[config.mk]
export PLATFORM = sky130hd
export DESIGN_NAME = ds3_idle_integ
export DESIGN_NICKNAME = d
export VERILOG_FILES = /design/src/rtl/ds3_idle_pkg.sv /design/src/rtl/ds3_idle_pat_chk.sv /design/src/rtl/ds3_idle_frm_cnt.sv /design/src/rtl/ds3_idle_status.sv /design/src/rtl/ds3_idle_integ.sv
export SDC_FILE = /design/constraint.sdc
export NUM_CORES = 1
export LEC_CHECK = 0
export ABC_AREA = 1
export BUFFER_PORTS_ARGS = -buffer_cell sky130_fd_sc_hd__buf_2
export CAP_MARGIN = 15
export CORE_UTILIZATION = 35
export CTS_CLUSTER_SIZE = 40
export DETAILED_ROUTE_END_ITERATION = 6
export SYNTH_ARGS = -nofsm -noshare
export SYNTH_HDL_FRONTEND = slang
export SYNTH_SLANG_ARGS = --single-unit
[constraint.sdc]
create_clock -name clk -period 2.2 [get_ports clk]
set_input_delay 0.44 -clock clk [delete_from_list [all_inputs] [get_ports clk]]
set_output_delay 0.44 -clock clk [all_outputs]
set_load 0.02 [all_outputs]
[src/rtl/ds3_idle_pkg.sv]
package ds3_idle_pkg;
   localparam int unsigned DS3_CBIT_W = 3;
   localparam int unsigned DS3_XBIT_W = 2;
   localparam logic [DS3_XBIT_W-1:0] XBITS_IDLE = 2'b11;
   localparam logic [DS3_XBIT_W-1:0] XBITS_FERF = 2'b00;
endpackage

[src/rtl/ds3_idle_pat_chk.sv]
module ds3_idle_pat_chk #(
   parameter int unsigned          PAT_LEN = 4,
   parameter logic [PAT_LEN-1:0]   PAT     = 4'b1100
) (
   input  logic clk,
   input  logic rst_n,
   input  logic pay_vld,
   input  logic pay_bit,
   input  logic mf_end,
   output logic pat_ok
);
   localparam int unsigned PH_W = (PAT_LEN > 2) ? $clog2(PAT_LEN) : 1;

   function automatic logic pat_at(input int unsigned idx);
      return PAT[PAT_LEN-1-(idx % PAT_LEN)];
   endfunction

   logic [1:0]      seen_q, seen_n;
   logic            b0_q, b0_n;
   logic [PH_W-1:0] ph_q, ph_n;
   logic            bad_q, bad_n;
   logic [PAT_LEN-1:0] cand;
   int unsigned     lock_idx;

   // one candidate start phase per pattern position
   for (genvar s = 0; s < PAT_LEN; s++) begin : g_cand
      assign cand[s] = (PAT[PAT_LEN-1-s] == b0_q) &&
                       (PAT[PAT_LEN-1-((s+1) % PAT_LEN)] == pay_bit);
   end

   always_comb begin
      lock_idx = 0;
      for (int i = PAT_LEN-1; i >= 0; i--) begin
         if (cand[i]) lock_idx = i;
      end
   end

   always_comb begin
      seen_n = seen_q;
      b0_n   = b0_q;
      ph_n   = ph_q;
      bad_n  = bad_q;
      if (pay_vld) begin
         case (seen_q)
            2'd0: begin
               b0_n   = pay_bit;
               seen_n = 2'd1;
            end
            2'd1: begin
               seen_n = 2'd2;
               if (cand == '0) bad_n = 1'b1;
               ph_n = PH_W'((lock_idx + 2) % PAT_LEN);
            end
            default: begin
               if (pay_bit != pat_at(ph_q)) bad_n = 1'b1;
               ph_n = PH_W'((int'(ph_q) + 1) % PAT_LEN);
            end
         endcase
      end
   end

   assign pat_ok = (seen_n == 2'd2) && !bad_n;

   always_ff @(posedge clk) begin
      if (!rst_n || mf_end) begin
         seen_q <= '0;
         b0_q   <= 1'b0;
         ph_q   <= '0;
         bad_q  <= 1'b0;
      end else begin
         seen_q <= seen_n;
         b0_q   <= b0_n;
         ph_q   <= ph_n;
         bad_q  <= bad_n;
      end
   end
endmodule

[src/rtl/ds3_idle_frm_cnt.sv]
module ds3_idle_frm_cnt #(
   parameter int unsigned TOP  = 63,
   parameter int unsigned CNT_W = $clog2(TOP + 1)
) (
   input  logic             clk,
   input  logic             rst_n,
   input  logic             mf_end,
   input  logic             frame_ok,
   output logic [CNT_W-1:0] cnt_q,
   output logic [CNT_W-1:0] cnt_n
);
   localparam logic [CNT_W-1:0] CNT_TOP = CNT_W'(TOP);

   always_comb begin
      cnt_n = cnt_q;
      if (mf_end) begin
         if (frame_ok) begin
            if (cnt_q != CNT_TOP) cnt_n = cnt_q + 1'b1;
         end else begin
            if (cnt_q != '0) cnt_n = cnt_q - 1'b1;
         end
      end
   end

   always_ff @(posedge clk) begin
      if (!rst_n) cnt_q <= '0;
      else        cnt_q <= cnt_n;
   end
endmodule

[src/rtl/ds3_idle_status.sv]
module ds3_idle_status
   import ds3_idle_pkg::*;
#(
   parameter int unsigned TOP   = 63,
   parameter int unsigned CNT_W = $clog2(TOP + 1)
) (
   input  logic                  clk,
   input  logic                  rst_n,
   input  logic                  mf_end,
   input  logic [CNT_W-1:0]      cnt_n,
   input  logic [DS3_XBIT_W-1:0] xbits,
   output logic                  idle_stat,
   output logic                  idle_irq,
   output logic                  ferf
);
   localparam logic [CNT_W-1:0] CNT_TOP = CNT_W'(TOP);

   logic stat_n;

   always_comb begin
      stat_n = idle_stat;
      if (mf_end) begin
         if (cnt_n == CNT_TOP)  stat_n = 1'b1;
         else if (cnt_n == '0)  stat_n = 1'b0;
      end
   end

   always_ff @(posedge clk) begin
      if (!rst_n) begin
         idle_stat <= 1'b0;
         idle_irq  <= 1'b0;
         ferf      <= 1'b0;
      end else begin
         idle_stat <= stat_n;
         idle_irq  <= stat_n ^ idle_stat;
         if (mf_end) ferf <= (xbits == XBITS_FERF);
      end
   end
endmodule

[src/rtl/ds3_idle_integ.sv]
module ds3_idle_integ
   import ds3_idle_pkg::*;
#(
   parameter int unsigned        PAT_LEN = 4,
   parameter logic [PAT_LEN-1:0] PAT     = 4'b1100,
   parameter int unsigned        TOP     = 63
) (
   input  logic                  clk,
   input  logic                  rst_n,
   input  logic                  pay_vld,
   input  logic                  pay_bit,
   input  logic                  mf_end,
   input  logic                  m_ok,
   input  logic                  f_ok,
   input  logic                  p_ok,
   input  logic [DS3_CBIT_W-1:0] cbits,
   input  logic [DS3_XBIT_W-1:0] xbits,
   output logic                  idle_stat,
   output logic                  idle_irq,
   output logic                  ferf
);
   localparam int unsigned CNT_W = $clog2(TOP + 1);

   if (PAT_LEN < 2) begin : g_bad_pat
      $error("PAT_LEN must be at least 2");
   end
   if (TOP < 1) begin : g_bad_top
      $error("TOP must be at least 1");
   end

   logic             pat_ok;
   logic             frame_ok;
   logic [CNT_W-1:0] frm_cnt, frm_cnt_n;

   ds3_idle_pat_chk #(.PAT_LEN(PAT_LEN), .PAT(PAT)) u_pat (
      .clk(clk), .rst_n(rst_n), .pay_vld(pay_vld), .pay_bit(pay_bit),
      .mf_end(mf_end), .pat_ok(pat_ok)
   );

   assign frame_ok = m_ok && f_ok && p_ok && (cbits == '0) &&
                     (xbits == XBITS_IDLE) && pat_ok;

   ds3_idle_frm_cnt #(.TOP(TOP), .CNT_W(CNT_W)) u_cnt (
      .clk(clk), .rst_n(rst_n), .mf_end(mf_end), .frame_ok(frame_ok),
      .cnt_q(frm_cnt), .cnt_n(frm_cnt_n)
   );

   ds3_idle_status #(.TOP(TOP), .CNT_W(CNT_W)) u_stat (
      .clk(clk), .rst_n(rst_n), .mf_end(mf_end), .cnt_n(frm_cnt_n),
      .xbits(xbits), .idle_stat(idle_stat), .idle_irq(idle_irq), .ferf(ferf)
   );
endmodule

==> impl_metrics.toml <==
[sta]
timing.final.crit_share = 0.9072
finalClockSkew_ps = 14.94
drv_slew = 0
setup_tns_ps = 0
relSlewSlack = 0.7953
grt_setup_unrepaired = "false"
hold_viol_final = 0
layout_min_cycle_time_ps = 1996
setup_violations = 0
tightest_slew_ps = 306.6
worst_slack_ps = 204.1
max_freq_mhz = 501.0

[clock_tree]
path_clk_slew_ps = 110
numCtsBuffers = 3
cts_setup_buffers = 0
cts.sinks = 15
cts_buffer_depth = 2
cts-resized-gates = 0
holdBufCountCts = 0
cts_tree = "yes"
clkLatencyLatePin_ps = 290
clockRootBuffer = "clkbuf_4"
cts_max_level = 1

[global_route]
grt_usage = 0.1510
grt_pass1_vias = 942
grt_max_degree = 11
grt_antenna_before_repair = 0
grt_pass1_wl_mm = 4.146
grt-ovfl-total = 0

[synth]
synthFlopType = "dfxtp_1"
synth_edf_count = 0
synth_nets = 205
synth_top_area_cell = "dfxtp_1"
ys_top_cells_by_area = "dfxtp_1, nand2_1, nand3_1"
syn-cell-area_sq_um = 1197
syn_inst = 183
yosysMostFrequentCell = "nand2_1"
synth.top_cells.by_count = "nand2_1, nor2_1, inv_1, nand3_1, dfxtp_1"
yosysWarnings = 0
syn_area_per_cell_sq_um = 6.543
synth_cell_type_count = 28
synth_top_area_frac = 0.2508
synth_seq_cells = 15
synthArstFlopShare = 0
ys_seq_area_frac = 0.2508

[critical_path]
cp_max_fo = 7
end_kind = "flip-flop"
critPathLaunchType = "flip-flop"
r2r-end = "u_stat.idle_stat"
arrival_ps = 2200
crit_slowest_cell = "dfxtp_1"
crit_family = "simple AND/OR/NAND/NOR gates"
r2r_cells = 15
worst-setup-path-type = "reg -> reg"
critical-path-max-stage-delay_ps = 390
path_cells = "inv_1 -> ha_1 -> inv_1 -> nand2_2 -> nand2_2 -> nand2_4 -> nor2_8 -> nand3_4 -> nand3_1 -> nand3_1 -> nand2_1 -> nand2_1 -> nor2_1 -> and2_1 -> nor2_1"
r2r_start = "u_pat.seen_q[0]"
critical_path_buf_inv_count = 2
worstPathRequired_ps = 2410
worst-path-stages = 15
r2r_slack_ps = 200

[floorplanning]
rows = 20
die_h_microns = 60.49
coreArea_sq_um = 3153
start_util = 0.3798
die_x_microns = 60.49
dieArea_sq_um = 3659
design.portCount = 16

[power]
cellPowerDensity_nw_per_um2 = 594.7
leakage_uw = 0.0006921
irDropWorstVdd_mv = 0.3632
finalPower_uw = 802.1

[min_path]
holdPathEnd = "u_stat.idle_irq"
hp-start = "rst_n"
hold_depth = 3
hold_class = "in -> reg"

[status]
outcome = "complete, no violations"

[place]
portBuffers = 15
preCtsSetupSlack_ps = 64.16
hpwl_mm = 1.983
gp_congestion = 0.8074
placed_area_sq_um = 1319

[cells_and_area]
multi_input_area_sq_um = 768.2
area_growth_pct = 12.64
regArea_sq_um = 300.3
drive_gt1_frac = 0.1642
fin_nets = 224
final_area_sq_um = 1349
antenna_cells = 0
nFillCells = 350

[drt]
drc = 0
drt_iter0_drc = 32
post_drt_wl_per_cell_microns = 9.776
drt-vias-per-instance = 4.522
drtAntennaViolNets = 0
wirelength_mm = 2.395
vias = 1108
dr.pass1.iters = 4

[run]
max_cap_viol_count = 0
## report_power, final
part	total, uW	internal, uW	switching, uW
clock	169	69.1	100
combinational	314	123	191
sequential	319	292	26.8
total	802	484	318
## worst max path at each step
stage / start / end
floorplan: pay_bit / u_stat.idle_stat
global placement: pay_bit / u_stat.idle_stat
detailed placement: pay_bit / u_stat.idle_stat
CTS: u_pat.seen_q[0] / u_stat.idle_stat
global route: u_pat.seen_q[0] / u_stat.idle_stat
finish: u_pat.seen_q[0] / u_stat.idle_stat
## cells by family after synthesis
logic type	synth area share
adders and majority gates	0.09405
xor gates and xnor gates	0.03657
AOI/OAI and AO/OA	0.08673
and+or+nand+nor	0.4242
DFF	0.2508
buffers and inverters	0.1076
## registers in the layout (all words and copies together), names as in the netlist
signal / cells
u_cnt.cnt_q: 6
u_pat.b0_q: 1
u_pat.bad_q: 1
u_pat.ph_q: 2
u_pat.seen_q: 2
u_stat.ferf: 1
u_stat.idle_irq: 1
u_stat.idle_stat: 1
## routing by layer
layer	track usage	vias up	part of all wire
li1	-	612	-
met1	0.2232	473	0.54
met2	0.2261	21	0.41
met3	0.02559	2	0.034
met4	0.03896	0	0.0079
met5	0	-	0
## metrics by stage
step                      hold slack [ps]    util  instances
after floorplan                     473.9       -        183
after global placement              485.8  0.4183        241
after detailed placement            500.3  0.4183        241
after CTS                           391.2  0.4278        245
after global routing                397.2  0.4278        245
final                               394.6  0.4278        245
## placed cells by master (no fill, tap or decap), types with 2 or more instances in the layout
cell,synthesis,routed
nor2_1,29,29
nand3_1,23,23
dfxtp_1,15,15
a21oi_1,6,6
a211oi_1,2,2
buf_2,1,15
o21ai_0,3,3
xor2_1,4,4
ha_1,9,9
inv_1,28,28
clkbuf_4,0,3
nand2_4,2,2
nand2_1,41,41
nand2_2,5,5
## tightest hold or removal path: stages
cell,delay (ps)
buf_2,110
nand2_1,70
nor2_1,40
## area by class of cell
type,count,area share
clock buffer,3,0.01670
clock inverter,1,0.005566
inverter,30,0.08349
multi-input combinational,136,0.5696
sequential,15,0.2226
tap,44,0.04082
timing repair buffer,16,0.06122
Power figures use the tool's default switching activity.
